--- src/rtl/srts_pkg.sv ---
package srts_pkg;
  localparam int SN_W   = 3;
  localparam int CODE_W = 4;
  localparam int ADDR_W = 4;
  localparam int BYTE_W = 8;
  localparam int CRC_W  = 3;
  localparam int DATA_W = 1 + SN_W;
  localparam logic [CRC_W-1:0] CRC_POLY = 3'b011;

  typedef struct packed {
    logic            csi;
    logic [SN_W-1:0] sn;
    logic [CRC_W-1:0] crc;
    logic            par;
  } sar_hdr_t;

  function automatic logic [CRC_W-1:0] crc3(input logic [DATA_W-1:0] d);
    logic [CRC_W-1:0] r;
    logic fb;
    r = '0;
    for (int i = DATA_W-1; i >= 0; i--) begin
      fb = d[i] ^ r[CRC_W-1];
      r  = {r[CRC_W-2:0], 1'b0} ^ (fb ? CRC_POLY : '0);
    end
    return r;
  endfunction
endpackage

--- src/rtl/srts_code_fetch.sv ---
module srts_code_fetch
  import srts_pkg::*;
(
  input  logic              clk_i,
  input  logic              rst_ni,
  input  logic              cell_v_i,
  input  logic [SN_W-1:0]   sn_i,
  input  logic              en_i,
  input  logic [ADDR_W-1:0] addr_sel_i,
  input  logic              fetch_valid_i,
  input  logic [BYTE_W-1:0] fetch_data_i,
  output logic              fetch_req_o,
  output logic [ADDR_W-1:0] fetch_addr_o,
  output logic [CODE_W-1:0] code_o,
  output logic              underrun_o
);
  logic [CODE_W-1:0] new_q, act_q;
  logic got_q, req_q, und_q;
  logic [ADDR_W-1:0] addr_q;
  logic at_start, at_load;

  assign at_start = cell_v_i && en_i && (sn_i == SN_W'(0));
  assign at_load  = cell_v_i && en_i && (sn_i == SN_W'(1));
  // fresh code applies from SN=1 onward
  assign code_o = (at_load && got_q) ? new_q : act_q;

  always_ff @(posedge clk_i or negedge rst_ni) begin
    if (!rst_ni) begin
      new_q  <= '0;
      act_q  <= '0;
      got_q  <= 1'b0;
      req_q  <= 1'b0;
      und_q  <= 1'b0;
      addr_q <= '0;
    end else if (at_load) begin
      act_q <= code_o;
      if (!got_q) und_q <= 1'b1;
      got_q <= 1'b0;
      req_q <= 1'b0;
    end else if (at_start) begin
      req_q  <= 1'b1;
      addr_q <= addr_sel_i;
      got_q  <= 1'b0;
    end else if (req_q && fetch_valid_i) begin
      new_q <= fetch_data_i[CODE_W-1:0];
      got_q <= 1'b1;
      req_q <= 1'b0;
    end
  end

  assign fetch_req_o  = req_q;
  assign fetch_addr_o = addr_q;
  assign underrun_o   = und_q;

  a_r9_underrun_sticky: assert property (@(posedge clk_i) disable iff (!rst_ni)
    underrun_o |=> underrun_o);
  a_r6_addr_held: assert property (@(posedge clk_i) disable iff (!rst_ni)
    fetch_req_o && $past(fetch_req_o) |-> $stable(fetch_addr_o));
  a_r6_req_source: assert property (@(posedge clk_i) disable iff (!rst_ni)
    $rose(fetch_req_o) |-> $past(at_start));
endmodule

--- src/rtl/srts_csi_mux.sv ---
module srts_csi_mux
  import srts_pkg::*;
(
  input  logic              csi_i,
  input  logic [SN_W-1:0]   sn_i,
  input  logic              en_i,
  input  logic [CODE_W-1:0] code_i,
  output logic              csi_o
);
  logic [CODE_W-1:0] sel_oh;

  // odd SN 1,3,5,7 -> code bit 3,2,1,0
  for (genvar g = 0; g < CODE_W; g++) begin : g_sel
    assign sel_oh[g] = (sn_i[SN_W-1:1] == (SN_W-1)'(CODE_W-1-g));
  end

  always_comb begin
    csi_o = csi_i;
    if (en_i && sn_i[0]) csi_o = |(sel_oh & code_i);
  end
endmodule

--- src/rtl/sar_hdr_protect.sv ---
module sar_hdr_protect
  import srts_pkg::*;
(
  input  logic            csi_i,
  input  logic [SN_W-1:0] sn_i,
  output sar_hdr_t        hdr_o
);
  always_comb begin
    hdr_o.csi = csi_i;
    hdr_o.sn  = sn_i;
    hdr_o.crc = crc3({csi_i, sn_i});
    hdr_o.par = ^{csi_i, sn_i, hdr_o.crc};
  end
endmodule

--- src/rtl/srts_hdr_insert.sv ---
module srts_hdr_insert
  import srts_pkg::*;
(
  input  logic              clk_i,
  input  logic              rst_ni,
  input  logic              hdr_valid_i,
  input  logic [7:0]        hdr_i,
  input  logic              srts_en_i,
  input  logic [3:0]        addr_sel_i,
  output logic              fetch_req_o,
  output logic [3:0]        fetch_addr_o,
  input  logic              fetch_valid_i,
  input  logic [7:0]        fetch_data_i,
  output logic              hdr_valid_o,
  output logic [7:0]        hdr_o,
  output logic              underrun_o
);
  sar_hdr_t in_hdr, new_hdr;
  logic [CODE_W-1:0] code;
  logic csi;
  logic vld_q;
  sar_hdr_t hdr_q;

  assign in_hdr = sar_hdr_t'(hdr_i);

  srts_code_fetch u_fetch (
    .clk_i, .rst_ni,
    .cell_v_i(hdr_valid_i), .sn_i(in_hdr.sn), .en_i(srts_en_i),
    .addr_sel_i, .fetch_valid_i, .fetch_data_i,
    .fetch_req_o, .fetch_addr_o, .code_o(code), .underrun_o
  );

  srts_csi_mux u_mux (
    .csi_i(in_hdr.csi), .sn_i(in_hdr.sn), .en_i(srts_en_i),
    .code_i(code), .csi_o(csi)
  );

  sar_hdr_protect u_prot (.csi_i(csi), .sn_i(in_hdr.sn), .hdr_o(new_hdr));

  always_ff @(posedge clk_i or negedge rst_ni) begin
    if (!rst_ni) begin
      vld_q <= 1'b0;
      hdr_q <= '0;
    end else begin
      vld_q <= hdr_valid_i;
      if (hdr_valid_i) hdr_q <= new_hdr;
    end
  end

  assign hdr_valid_o = vld_q;
  assign hdr_o       = hdr_q;

  a_r1_latency: assert property (@(posedge clk_i) disable iff (!rst_ni)
    hdr_valid_i |=> hdr_valid_o);
  a_r4_even_keep: assert property (@(posedge clk_i) disable iff (!rst_ni)
    hdr_valid_i && srts_en_i && !hdr_i[4] |=> hdr_o[7] == $past(hdr_i[7]));
  a_r3_off_keep: assert property (@(posedge clk_i) disable iff (!rst_ni)
    hdr_valid_i && !srts_en_i |=> hdr_o[7] == $past(hdr_i[7]));
  a_r2_even_parity: assert property (@(posedge clk_i) disable iff (!rst_ni)
    hdr_valid_o |-> !(^hdr_o));
  a_r2_sn_copy: assert property (@(posedge clk_i) disable iff (!rst_ni)
    hdr_valid_i |=> hdr_o[6:4] == $past(hdr_i[6:4]));
endmodule

--- config.mk ---
export PLATFORM = sky130hd
export DESIGN_NAME = srts_hdr_insert
export DESIGN_NICKNAME = d
export VERILOG_FILES = /design/src/rtl/srts_pkg.sv /design/src/rtl/srts_code_fetch.sv /design/src/rtl/srts_csi_mux.sv /design/src/rtl/sar_hdr_protect.sv /design/src/rtl/srts_hdr_insert.sv
export SDC_FILE = /design/constraint.sdc
export NUM_CORES = 1
export LEC_CHECK = 0
export BUFFER_PORTS_ARGS = -buffer_cell sky130_fd_sc_hd__buf_4
export CORE_UTILIZATION = 35
export DETAILED_ROUTE_END_ITERATION = 8
export GPL_ROUTABILITY_DRIVEN = 0
export SLEW_MARGIN = 20
export SYNTH_ARGS = -nofsm -noshare
export SYNTH_HDL_FRONTEND = slang
export SYNTH_SLANG_ARGS = --single-unit
--- constraint.sdc ---
create_clock -name clk_i -period 2.41 [get_ports clk_i]
set_clock_uncertainty 0.15 [all_clocks]
set_input_delay 0.1205 -clock clk_i [delete_from_list [all_inputs] [get_ports clk_i]]
set_output_delay 0.1205 -clock clk_i [all_outputs]
set_load 0.1 [all_outputs]
# [Word level (Yosys, flattened, before mapping)]
# Cells that the tools add are included.
[totals] ff_bits=24 inputBits=25 output_inout_bits=15 wordCells=51
[classes] eq_ne=4 n_mux=12 n_bitwise=10 n_reduce_logical=14
[ops] op="$mux 2" n=4
[ops] op="$mux 1" n=7
[ops] op="$reduce_xor 7->1" n=1
[ops] op="$logic_and 1x1->1" n=6
[ops] op="$xor 3x3->3" n=2
[ops] op="$and 4x4->4" n=1
[ops] op="$eq 2x2->1 const B" n=2
[ops] op="$mux 4" n=1
[ops] op="$reduce_and 2->1" n=2
[ops] op="$reduce_or 4->1" n=1
[ops] op="$eq 3x1->1 const B" n=1
[ops] op="$logic_not 3->1" n=1
[ops] op="$not 1->1" n=3
[ops] op="$reduce_and 3->1" n=1
[ops] op="$reduce_bool 3->1" n=1
[ops] op="$xor 3x2->3" n=1
[ops] op="$eq 2x1->1 const B" n=1
[ops] op="$logic_not 2->1" n=1
[ops] op="$xor 1x1->1" n=2
[ops] op="$xor 1x1->1 const B" n=1

# [Depth between registers and ports, before layout]
# Gate-level depths: netlist of the first run.
[logic_depth] ltp_word=16 ltp_mapped=8

# [By module]
# From an unflattened synthesis of the first run, not the netlist that was laid out.
[unflattened] hier_cells=71 hier_area_um2=1206.2
[by_module_without_submodules] module="srts_code_fetch" n_inst=1 cells_each=42 area_each_um2=679.4 seq_area_each_um2=375.4
[by_module_without_submodules] module="srts_hdr_insert" n_inst=1 cells_each=18 area_each_um2=356.6 seq_area_each_um2=225.2
[by_module_without_submodules] module="sar_hdr_protect" n_inst=1 cells_each=8 area_each_um2=132.6 seq_area_each_um2=0.0
[by_module_without_submodules] module="srts_csi_mux" n_inst=1 cells_each=3 area_each_um2=37.5 seq_area_each_um2=0.0

# [Least setup slack after synthesis of the first run]
# No wires, ideal clock.
[synth_path] kind="flip-flop to flip-flop" from="register u_fetch.got_q" to="register hdr_q, in the netlist hdr_o[7]" setup_ns=0.125 arrival_ns=1.834 slack_ns=0.301 path_stages_with_launch=6 synth_period_minus_slack_ns=2.109 path_cell_list="dfrtp_1 > nor4bb_4 > mux2_4 > a221o_1 > o21a_1 > mux2_2"
[synth_via] elab_chain_cells=5
[synth_lines] item="start: declaration" line_no="srts_code_fetch.sv:18" rtl="logic got_q, req_q, und_q;"
[synth_lines] item="start signal: assignment" line_no="srts_code_fetch.sv:31" rtl="got_q <= 1'b0;"
[synth_lines] item="start signal: assignment" line_no="srts_code_fetch.sv:38" rtl="got_q <= 1'b0;"
[synth_lines] item="start signal: assignment" line_no="srts_code_fetch.sv:43" rtl="got_q <= 1'b0;"
[synth_lines] item="$logic_and 1x1->1" line_no="srts_code_fetch.sv:25" rtl="assign code_o = (at_load && got_q) ? new_q : act_q;"
[synth_lines] item="$mux 4" line_no="srts_code_fetch.sv:25"
[synth_lines] item="$and 4x4->4" line_no="srts_csi_mux.sv:19" rtl="if (en_i && sn_i[0]) csi_o = |(sel_oh & code_i);"
[synth_lines] item="$reduce_or 4->1" line_no="srts_csi_mux.sv:19"
[synth_lines] item="$mux 1" line_no="srts_csi_mux.sv:19"
[synth_lines] item="end signal: assignment" line_no="srts_hdr_insert.sv:46" rtl="if (hdr_valid_i) hdr_q <= new_hdr;"
[synth_lines] item="end: declaration" line_no="srts_hdr_insert.sv:22" rtl="sar_hdr_t hdr_q;"
# No other way between the ends.
# A chain may end at the register's enable or synchronous reset.

# [Final worst setup path of the first run]
[layout_path] from="input hdr_i[5]" to="register hdr_q, in the netlist hdr_o[7]"
[layout_via] elab_chain_cells=7
[layout_lines] item="start: declaration" line_no="srts_hdr_insert.sv:7" rtl="input logic [7:0] hdr_i,"
[layout_lines] item="$eq 3x1->1" line_no="srts_code_fetch.sv:23" rtl="assign at_load = cell_v_i && en_i && (sn_i == SN_W'(1));"
[layout_lines] item="$logic_and 1x1->1" line_no="srts_code_fetch.sv:23"
[layout_lines] item="$logic_and 1x1->1" line_no="srts_code_fetch.sv:25"
[layout_lines] item="$mux 4" line_no="srts_code_fetch.sv:25"
[layout_lines] item="$and 4x4->4 (*)" line_no="srts_csi_mux.sv:19"
[layout_lines] item="$reduce_or 4->1 (*)" line_no="srts_csi_mux.sv:19"
[layout_lines] item="$mux 1 (*)" line_no="srts_csi_mux.sv:19"
# Every way passes the cells marked *; elsewhere a longest branch is shown, timed or not.

==> results.yml, run 1 <==
status:
  status: "finished, final reports clean"
logic_synthesis:
  syn_area_per_cell_um2: 11.83
  synth.cell_area_mm2: 0.001242
  synthArstFlopShare_pct: 100.0
  yosysSeqAreaShare_pct: 48.34
  yosys_warnings: 0
  synth-main-ff-cell: "dfrtp_1"
  ys_ff_latch: 24
  yosysUniqueCellTypes: 33
  synth_edf_count: 0
  synth_nets: 134
  netlist_instances: 105
grt:
  grt_max_degree: 25
  track_usage_pct: 14.86
  grt_pass1_vias: 896
  grt.overflow.total: 0
  antenna_found_initial: 0
  grt_pass1_wl_um: 4015
cts:
  clk_latency_ns: 0.31
  cts_tree: "built"
  cts_inserted_buffers: 3
  clockBufferDepth: 2
  htreeDepth: 1
  root_buffer: "clkbuf_4"
  cts_sinks: 24
  path_clk_slew_ns: 0.13
  ctsResizeCount: 0
drt:
  drtPass1Iterations: 4
  wl_per_cell_um: 12.94
  viasPerCell: 4.923
  drt_iter0_drc: 30
  drc: 0
  routed_wirelength_um: 2524
  antenna_left: 0
  num_vias: 960
pwr:
  max-vdd-ir-drop_uv: 487.9
  p_leak_uw: 0.0007988
  powerDensity_mw_per_mm2: 776.8
  power_uw: 1301
hold_path:
  hold_class: "input pin to register"
layout:
  diodes: 0
  nFillCells: 329
  area_growth_pct: 34.84
  stdcell_area_mm2: 0.001675
  drive_above_1_share_pct: 38.93
  nets: 180
floorplanning:
  core_area_mm2: 0.003363
  dieArea_mm2: 0.003792
  std_cell_rows: 21
  die_w_um: 61.58
  initial_core_util_pct: 36.94
  io_pins: 40
  die_h_um: 61.58
setup_path:
  cp-startpoint: "hdr_i[5]"
  reg2reg_from: "u_fetch.got_q$_DFFE_PN0P_"
  path_max_fanout: 8
  crit_path_end_kind: "register"
  startpoint_type: "input pin"
  r2r_slack_ns: 0.22
  worst-endpoint-required_ns: 2.48
  crit_end: "hdr_o[7]$_DFFE_PN0P_"
  r2r_end: "hdr_o[7]$_DFFE_PN0P_"
  crit_type: "input pin to register"
  reg2regPathDepth: 5
  crit_arrival_ns: 2.38
timing:
  slew_headroom_pct: 66.48
  worst_pin_slew_ns: 0.5005
  rsz0062_at_grt: "no"
  tns_ns: 0
  post-route-period-util_pct: 96.25
  fmax_mhz: 431.1
  setup_viol: 0
  finalHoldViolations: 0
  maxSlewViolCount: 0
  min_period_ns: 2.320
placed_design:
  io_buffers: 31
  dp_hpwl_um: 1799
  dpl_cell_area_mm2: 0.001515
job:
  maxCapViolCount: 0
[stage by stage]
step | cells | hold slack [ns] | utilization, % | setup slack [ns]
floorplan | 105 | -0.3251 | - | 0.3005
global placement | 178 | -0.1155 | 45.05 | 0.2108
detailed placement | 178 | -0.1098 | 45.05 | 0.1830
CTS | 194 | 0.01724 | 49.59 | 0.07054
global route | 195 | 0.02225 | 49.81 | 0.01369
finish | 195 | 0.02363 | 49.81 | 0.09037
[layout by cell type (no fill, tap or decap)]
cell | Yosys | final
xor2_1 | 2 | 2
o2111ai_1 | 1 | 1
buf_4 | 0 | 32
dlygate4sd3_1 | 0 | 13
nand4_1 | 2 | 2
xnor2_1 | 2 | 2
clkbuf_4 | 0 | 3
nor4bb_4 | 1 | 1
nor3b_1 | 2 | 2
mux2_2 | 17 | 17
nor2_1 | 3 | 3
mux2i_1 | 1 | 1
a21boi_0 | 1 | 1
nor2b_1 | 2 | 2
inv_1 | 7 | 7
and2_1 | 1 | 1
nor4b_2 | 1 | 1
nand3_1 | 3 | 3
a41oi_1 | 1 | 1
dfrtp_1 | 24 | 24
mux2_4 | 1 | 1
o21a_1 | 1 | 1
nor3b_2 | 1 | 1
a31o_2 | 1 | 1
o211ai_1 | 1 | 1
a21oi_1 | 2 | 2
a21o_1 | 2 | 2
ha_1 | 4 | 4
a22oi_1 | 1 | 1
nand2_1 | 10 | 10
o221ai_1 | 2 | 2
a221o_1 | 2 | 2
or2_2 | 1 | 1
a221oi_1 | 1 | 1
[cells in the mapped netlist, types with 3 or more instances]
master   instances  share of area, %
dfrtp_1         24                48
mux2_2          17                15
nand2_1         10               3.0
inv_1            7               2.1
ha_1             4               4.0
nand3_1          3               1.2
nor2_1           3              0.91
[area by class of cell]
| cell class | count | area (um^2) | area share [%] |
|---|---|---|---|
| flip-flops and latches | 24 | 600.6 | 35.85 |
| multi-input cells | 70 | 598.1 | 35.70 |
| repair buffers | 45 | 370.4 | 22.11 |
| well taps | 46 | 57.56 | 3.435 |
| inverters | 7 | 26.28 | 1.568 |
| clock buffers | 3 | 22.52 | 1.344 |
[per-layer routing]
metal / global-route usage, % / vias up / wire (um)
met4: 7.619 / 0 / 38
met2: 25.04 / 21 / 1265
li1: - / 470 / -
met1: 18.50 / 465 / 1146
met3: 2.101 / 4 / 73
met5: 0 / - / 0
[critical path: stages]
cell           delay (ns)
dlygate4sd3_1        0.54
buf_4                0.18
nor4bb_4             0.33
mux2_4               0.33
a221o_1              0.41
o21a_1               0.22
mux2_2               0.26
[logic make-up after synthesis]
group,count (synthesis),share of synthesized area [%]
compound gates,16,10.27
xor+xnor,4,2.820
fa+ha+maj,4,4.028
buf+inv,11,3.525
flops,24,48.34
mux,19,17.42
simple gates,27,13.59
[report_power, final]
part           total (uW)  internal (uW)  switching [uW]
clock                 176           58.5             117
combinational         595            177             417
sequential            531            482            49.1
total                1300            718             584
[what timing repair did]
action / 4_1_cts / 5_1_grt
endpoints found under the hold margin: 37 / 0
hold buffers: 13 / 0
setup endpoints to repair: 0 / 1
setup buffers: 0 / 1
[state kept, by name, summed over array words and instances (netlist names)]
| signal | count |
|---|---|
| u_fetch.new_q | 4 |
| u_fetch.underrun_o | 1 |
| u_fetch.fetch_req_o | 1 |
| hdr_valid_o | 1 |
| u_fetch.act_q | 4 |
| u_fetch.got_q | 1 |
| u_fetch.fetch_addr_o | 4 |
| hdr_o | 8 |
[worst min path at each step]
stage	startpoint	endpoint	slack (ns)	depth (start not counted)
final	hdr_i[6]	hdr_o[6]$_DFFE_PN0P_	0.02	2
after floorplan	rst_ni	hdr_o[0]$_DFFE_PN0P_	-0.33	0
after CTS	hdr_i[6]	hdr_o[6]$_DFFE_PN0P_	0.02	2
after global routing	hdr_i[6]	hdr_o[6]$_DFFE_PN0P_	0.02	2
after detailed placement	rst_ni	hdr_o[3]$_DFFE_PN0P_	-0.11	1
after global placement	rst_ni	hdr_o[3]$_DFFE_PN0P_	-0.12	1
Note: power is estimated with default switching activity, not from simulation.
==> run 2: changes to the inputs <==
ABC_AREA = 1   (was not set)
==> run 2 against run 1 <==
Net effect:
- design area is 2.6% lower
- first-iteration DRC count decreased by 13%
- non-clock buffer count decreased by 1
- register-to-register slack improved by 0.55 ns
- core utilization rose by 1.9 points
- via count is 3.6% higher
- setup slack gained 0.42 ns
- total power is 6.7% higher
- sequential cell count did not move
- synthesized cell count grew 29%
- critical endpoint is now hdr_o[0]$_DFFE_PN0P_
- highest routed layer unchanged
==> results.yml, run 2 <==
grt:
  antenna_found_initial: 0
  grt_pass1_vias: 964
  grt_max_degree: 25
  grt.overflow.total: 0
  grt_pass1_wl_um: 4202
  track_usage_pct: 15.66
layout:
  nets: 211
  final_cell_mix: "nand2_1 (35), buf_4 (31), dfrtp_1 (24)"
  area_growth_pct: 35.27
  diodes: 0
  drive_above_1_share_pct: 25.56
  final_common_cell: "nand2_1"
  layoutNonFillerInstCount: 224
  largest_register_ffs: 8
  stdcell_area_mm2: 0.001632
timing:
  hold-worst-slack_ns: 0.05324
  finalHoldViolations: 0
  min_period_ns: 1.902
  fmax_mhz: 525.8
  post-route-period-util_pct: 78.92
  slew_headroom_pct: 78.96
  worst_pin_slew_ns: 0.3152
  rsz0062_at_grt: "no"
  tns_ns: 0
  setup_viol: 0
  maxSlewViolCount: 0
setup_path:
  startpoint_type: "input pin"
  reg2regPathDepth: 9
  path_buf_inv: 3
  path_max_fanout: 6
  cp.depth: 12
  crit_type: "input pin to register"
  crit_chain: "dlygate4sd3_1 -> buf_4 -> inv_1 -> nand3_1 -> nor2_4 -> nand3b_1 -> nand3_1 -> nand3_1 -> o21bai_2 -> nand2_1 -> nand3_1 -> nand2_1"
  max_stage_delay_ns: 0.54
  cpMaxStageDelayCell: "dlygate4sd3_1"
  crit_arrival_ns: 1.97
  critPathTopFamily: "simple AND/OR/NAND/NOR gates"
  cp_common_cell: "nand3_1"
  crit_path_end_kind: "register"
  worst-endpoint-required_ns: 2.48
floorplanning:
  initial_core_util_pct: 38.25
  die_h_um: 60.71
  core_area_mm2: 0.003153
  die_w_um: 60.71
  io_pins: 40
  dieArea_mm2: 0.003685
  std_cell_rows: 20
drt:
  wl_met1_um: 1138
  top_layer_used: "met4"
  antenna_left: 0
  wl_per_cell_um: 10.86
  met3_length_um: 103
  drt_iter0_drc: 26
  drtPass1Iterations: 4
  wl_met2_um: 1161
  routed_wirelength_um: 2433
  drc: 0
  num_vias: 995
  viasPerCell: 4.442
logic_synthesis:
  yosysSeqAreaShare_pct: 49.79
  synth-main-ff-cell: "dfrtp_1"
  synth_common_cells: "nand2_1 (35), dfrtp_1 (24), inv_1 (21)"
  synth_edf_count: 0
  syn_area_per_cell_um2: 8.934
  synth_most_common_cell: "nand2_1"
  synthArstFlopShare_pct: 100.0
  synth.cell_area_mm2: 0.001206
  synth_nets: 164
  yosys.area.top_type: "dfrtp_1"
  netlist_instances: 135
  synth.area.top_cells: "dfrtp_1 (50%), nand2_1 (11%), inv_1 (6.5%)"
  ys_ff_latch: 24
  yosysUniqueCellTypes: 24
  synth_top_area_share_pct: 49.79
  yosys_warnings: 0
pwr:
  powerDensity_mw_per_mm2: 851.4
  power_uw: 1389
  p_leak_uw: 0.0008892
  max-vdd-ir-drop_uv: 549.4
hold_path:
  hold_class: "input pin to register"
  whs_path_depth: 3
placed_design:
  io_buffers: 31
  dp.cells: 208
  dpl_cell_area_mm2: 0.001479
  dp_hpwl_um: 1796
cts:
  path_clk_slew_ns: 0.13
  cts_inserted_buffers: 3
  root_buffer: "clkbuf_4"
  clockBufferDepth: 2
  ctsResizeCount: 0
  clk_latency_ns: 0.31
  post_cts_buffers: 0
  cts_tree: "built"
  ctsHoldBuffers: 13
  htreeDepth: 1
  cts_sinks: 24
status:
  status: "finished, final reports clean"
job:
  maxCapViolCount: 0
-- run 2: layout make-up --
type                            count  area [um^2]
Timing Repair Buffer               44        362.8
Inverter                           22        82.58
Multi-Input combinational cell     87        508.0
Fill cell                         314         1521
Sequential cell                    24        600.6
Clock buffer                        3        22.52
Tap cell                           44        55.05
-- run 2: kinds of logic (layout without fill, tap and decap cells) --
group                    count (synthesis)  count (layout)  synth area share [%]
adder cells (fa/ha/maj)                  4               4                 4.150
flip-flops                              24              24                 49.79
AND/OR/NAND/NOR                         67              67                 25.83
multiplexers                             6               6                 6.847
XOR/XNOR                                 1               1                0.7263
buffers and inverters                   24              69                 8.091
AO/OA/AOI/OAI                            9               9                 4.564
-- run 2: tightest hold or removal path: stages --
cell,delay [ns]
buf_4,0.14
inv_1,0.12
o21ai_0,0.09
-- run 2: final timing paths --
check	start	to	slack, ns
setup / recovery	hdr_i[5]	hdr_o[0]$_DFFE_PN0P_	0.51
setup reg to reg	u_fetch.got_q$_DFFE_PN0P_	hdr_o[0]$_DFFE_PN0P_	0.77
min in group asynchronous	rst_ni	u_fetch.act_q[2]$_DFFE_PN0N_	0.07
hold reg to reg	hdr_o[5]$_DFFE_PN0P_	hdr_o[5]$_DFFE_PN0P_	0.34
hold / removal	hdr_i[6]	hdr_o[6]$_DFFE_PN0P_	0.05
max in group asynchronous	rst_ni	hdr_o[2]$_DFFE_PN0P_	1.79
-- run 2: metal layers --
metal / track usage [%] / vias to the layer above
met1: 20.70 / 451
met5: 0 / -
met4: 4.870 / 0
met3: 2.772 / 4
met2: 26.22 / 27
li1: - / 513
-- run 2: power breakdown --
group          total [uW]  internal, uW  leakage, uW  switching [uW]
Sequential            560           507     0.000279            53.1
Clock                 173          58.4    0.0000138             115
Combinational         656           187     0.000596             469
Total                1390           753     0.000889             637
-- run 2: through the flow --
| stage | worst slack [ns] | util (%) |
|---|---|---|
| 6_report | 0.5080 | 51.75 |
| 5_1_grt | 0.3507 | 51.75 |
| 4_1_cts | 0.5090 | 51.75 |
| 3_5_place_dp | 0.7278 | 46.90 |
| 3_3_place_gp | 0.7453 | 46.90 |
| 2_1_floorplan | 0.5452 | - |
==> run 3: changes to the inputs <==
clock period = 1.9 ns   (was 2.41 ns; I/O delays follow)
==> run 3 against run 2 <==
Net effect:
- register-to-register slack lost 0.50 ns
- sequential power up 27%
- critical path depth stayed put
- largest power group unchanged
- core utilization is 2.5 points higher
- first-iteration DRC count is 27% lower
- hold slack got worse by 0.025 ns
- largest cell class unchanged
- non-clock buffer count increased by 1
- global-route usage decreased by 0.87 points
- final cell count grew 0.89%
- design area increased by 4.8%
==> results.yml, run 3 (synthesis gave the netlist of run 2 again) <==
hold_path:
  hold_class: "input pin to register"
  hold_path_startpoint: "srts_en_i"
placed_design:
  dpl_worst_slack_ns: 0.2474
  io_buffers: 31
  dp_hpwl_um: 1758
drt:
  drtPass1Iterations: 4
  drt_iter0_drc: 19
  viasPerCell: 4.425
  routed_wirelength_um: 2463
  num_vias: 1000
  wl_per_cell_um: 10.90
  drc: 0
  antenna_left: 0
setup_path:
  reg2reg_from: "u_fetch.got_q$_DFFE_PN0P_"
  reg2regPathDepth: 9
  crit_arrival_ns: 1.88
  crit_type: "input pin to register"
  r2r_end: "hdr_o[0]$_DFFE_PN0P_"
  r2r_slack_ns: 0.27
  cp-startpoint: "hdr_i[6]"
  worst-endpoint-required_ns: 1.97
  crit_end: "hdr_o[0]$_DFFE_PN0P_"
  path_max_fanout: 6
  crit_path_end_kind: "register"
  startpoint_type: "input pin"
floorplanning:
  dieArea_mm2: 0.003685
  io_pins: 40
  die_h_um: 60.71
  core_area_mm2: 0.003153
  initial_core_util_pct: 38.25
  die_w_um: 60.71
  std_cell_rows: 20
pwr:
  power_uw: 1928
  max-vdd-ir-drop_uv: 762.8
  p_leak_uw: 0.0009147
  powerDensity_mw_per_mm2: 1128
layout:
  area_growth_pct: 41.70
  diodes: 0
  drive_above_1_share_pct: 30.77
  nets: 212
  final_cell_mix: "nand2_1 (33), buf_4 (31), dfrtp_1 (24)"
  final_common_cell: "nand2_1"
  largest_register_ffs: 8
cts:
  htreeDepth: 1
  cts_sinks: 24
  cts_inserted_buffers: 3
  path_clk_slew_ns: 0.13
  clockBufferDepth: 2
  clk_latency_ns: 0.31
  post_cts_buffers: 0
  root_buffer: "clkbuf_4"
  cts_tree: "built"
timing:
  post-route-period-util_pct: 94.83
  setup_viol: 0
  finalHoldViolations: 0
  maxSlewViolCount: 0
  setup_slack_ns: 0.09818
  worst_pin_slew_ns: 0.3111
  min_period_ns: 1.802
  fmax_mhz: 555.0
  slew_headroom_pct: 79.24
status:
  status: "finished, final reports clean"
grt:
  grt_use_met1_pct: 20.27
  track_usage_pct: 14.79
  top_usage_layer: "met2"
  grt.overflow.total: 0
  gr-usage-met2_pct: 24.33
  grt_max_degree: 25
  grt_pass1_vias: 918
  grt_pass1_wl_um: 4002
  grt_use_met3_pct: 1.919
  antenna_found_initial: 0
job:
  maxCapViolCount: 0
==> run 3: cell types whose count changed in the layout (fill, tap and decap cells not counted), moves of 2 or more <==
cell / before / now
nand3_1: 14 / 10
nand3_2: 2 / 6
inv_1: 21 / 19
nand2_1: 35 / 33
nand2_2: 0 / 2
==> run 3: how the worst min path moves through the flow <==
stage | slack (ns) | end | cells after the start
after floorplan | -0.35 | hdr_o[0]$_DFFE_PN0P_ | 0
after global placement | -0.14 | u_fetch.act_q[0]$_DFFE_PN0N_ | 1
after detailed placement | -0.14 | u_fetch.act_q[0]$_DFFE_PN0N_ | 1
after CTS | 0.006 | u_fetch.got_q$_DFFE_PN0P_ | 4
after global routing | 0.03 | u_fetch.got_q$_DFFE_PN0P_ | 4
final | 0.03 | u_fetch.got_q$_DFFE_PN0P_ | 4
==> run 3: critical path, stage by stage <==
cell and delay, ns:
dlygate4sd3_1 0.55, buf_4 0.17, inv_2 0.08, nand2_1 0.09, nor2_4 0.14, nand3b_1 0.15
nand3_2 0.12, nand3_2 0.09, o21bai_4 0.18, nand2_1 0.09, nand3_1 0.07, nand2_1 0.05
==> run 3: through the flow <==
stage | instance area [um^2] | setup TNS [ns] | util (%) | instances | hold WS, ns
global placement | 1479 | 0 | 46.90 | 208 | -0.1396
detailed placement | 1479 | 0 | 46.90 | 208 | -0.1378
global route | 1709 | -0.01559 | 54.21 | 226 | 0.02852
floorplan | 1206 | 0 | - | 135 | -0.3506
finish | 1709 | 0 | 54.21 | 226 | 0.02789
CTS | 1672 | 0 | 53.02 | 226 | 0.005702
==> run 3: report_power, final <==
group / switching, uW / internal [uW] / total (uW)
combinational: 604 / 244 / 848
clock: 156 / 213 / 369
sequential: 67.8 / 643 / 711
==> run 3: final cells by class <==
| type | count | area [um^2] |
|---|---|---|
| fill | 300 | 1444 |
| sequential | 24 | 600.6 |
| multi-input combinational | 87 | 543.0 |
| timing repair buffer | 45 | 372.9 |
| inverter | 22 | 85.08 |
| tap | 44 | 55.05 |
| clock inverter | 1 | 30.03 |
| clock buffer | 3 | 22.52 |
==> run 3: repair_timing <==
action / 4_1_cts / 5_1_grt
hold endpoints to repair: 40 / 0
hold buffers: 14 / 0
endpoints found under the setup margin: 0 / 4
gates resized for setup: 0 / 11
==> run 3: per-layer routing <==
metal  vias up  wire length (um)
li1        520                 -
met1       451              1141
met2        25              1189
met3         4                95
met4         0                37
met5         -                 0
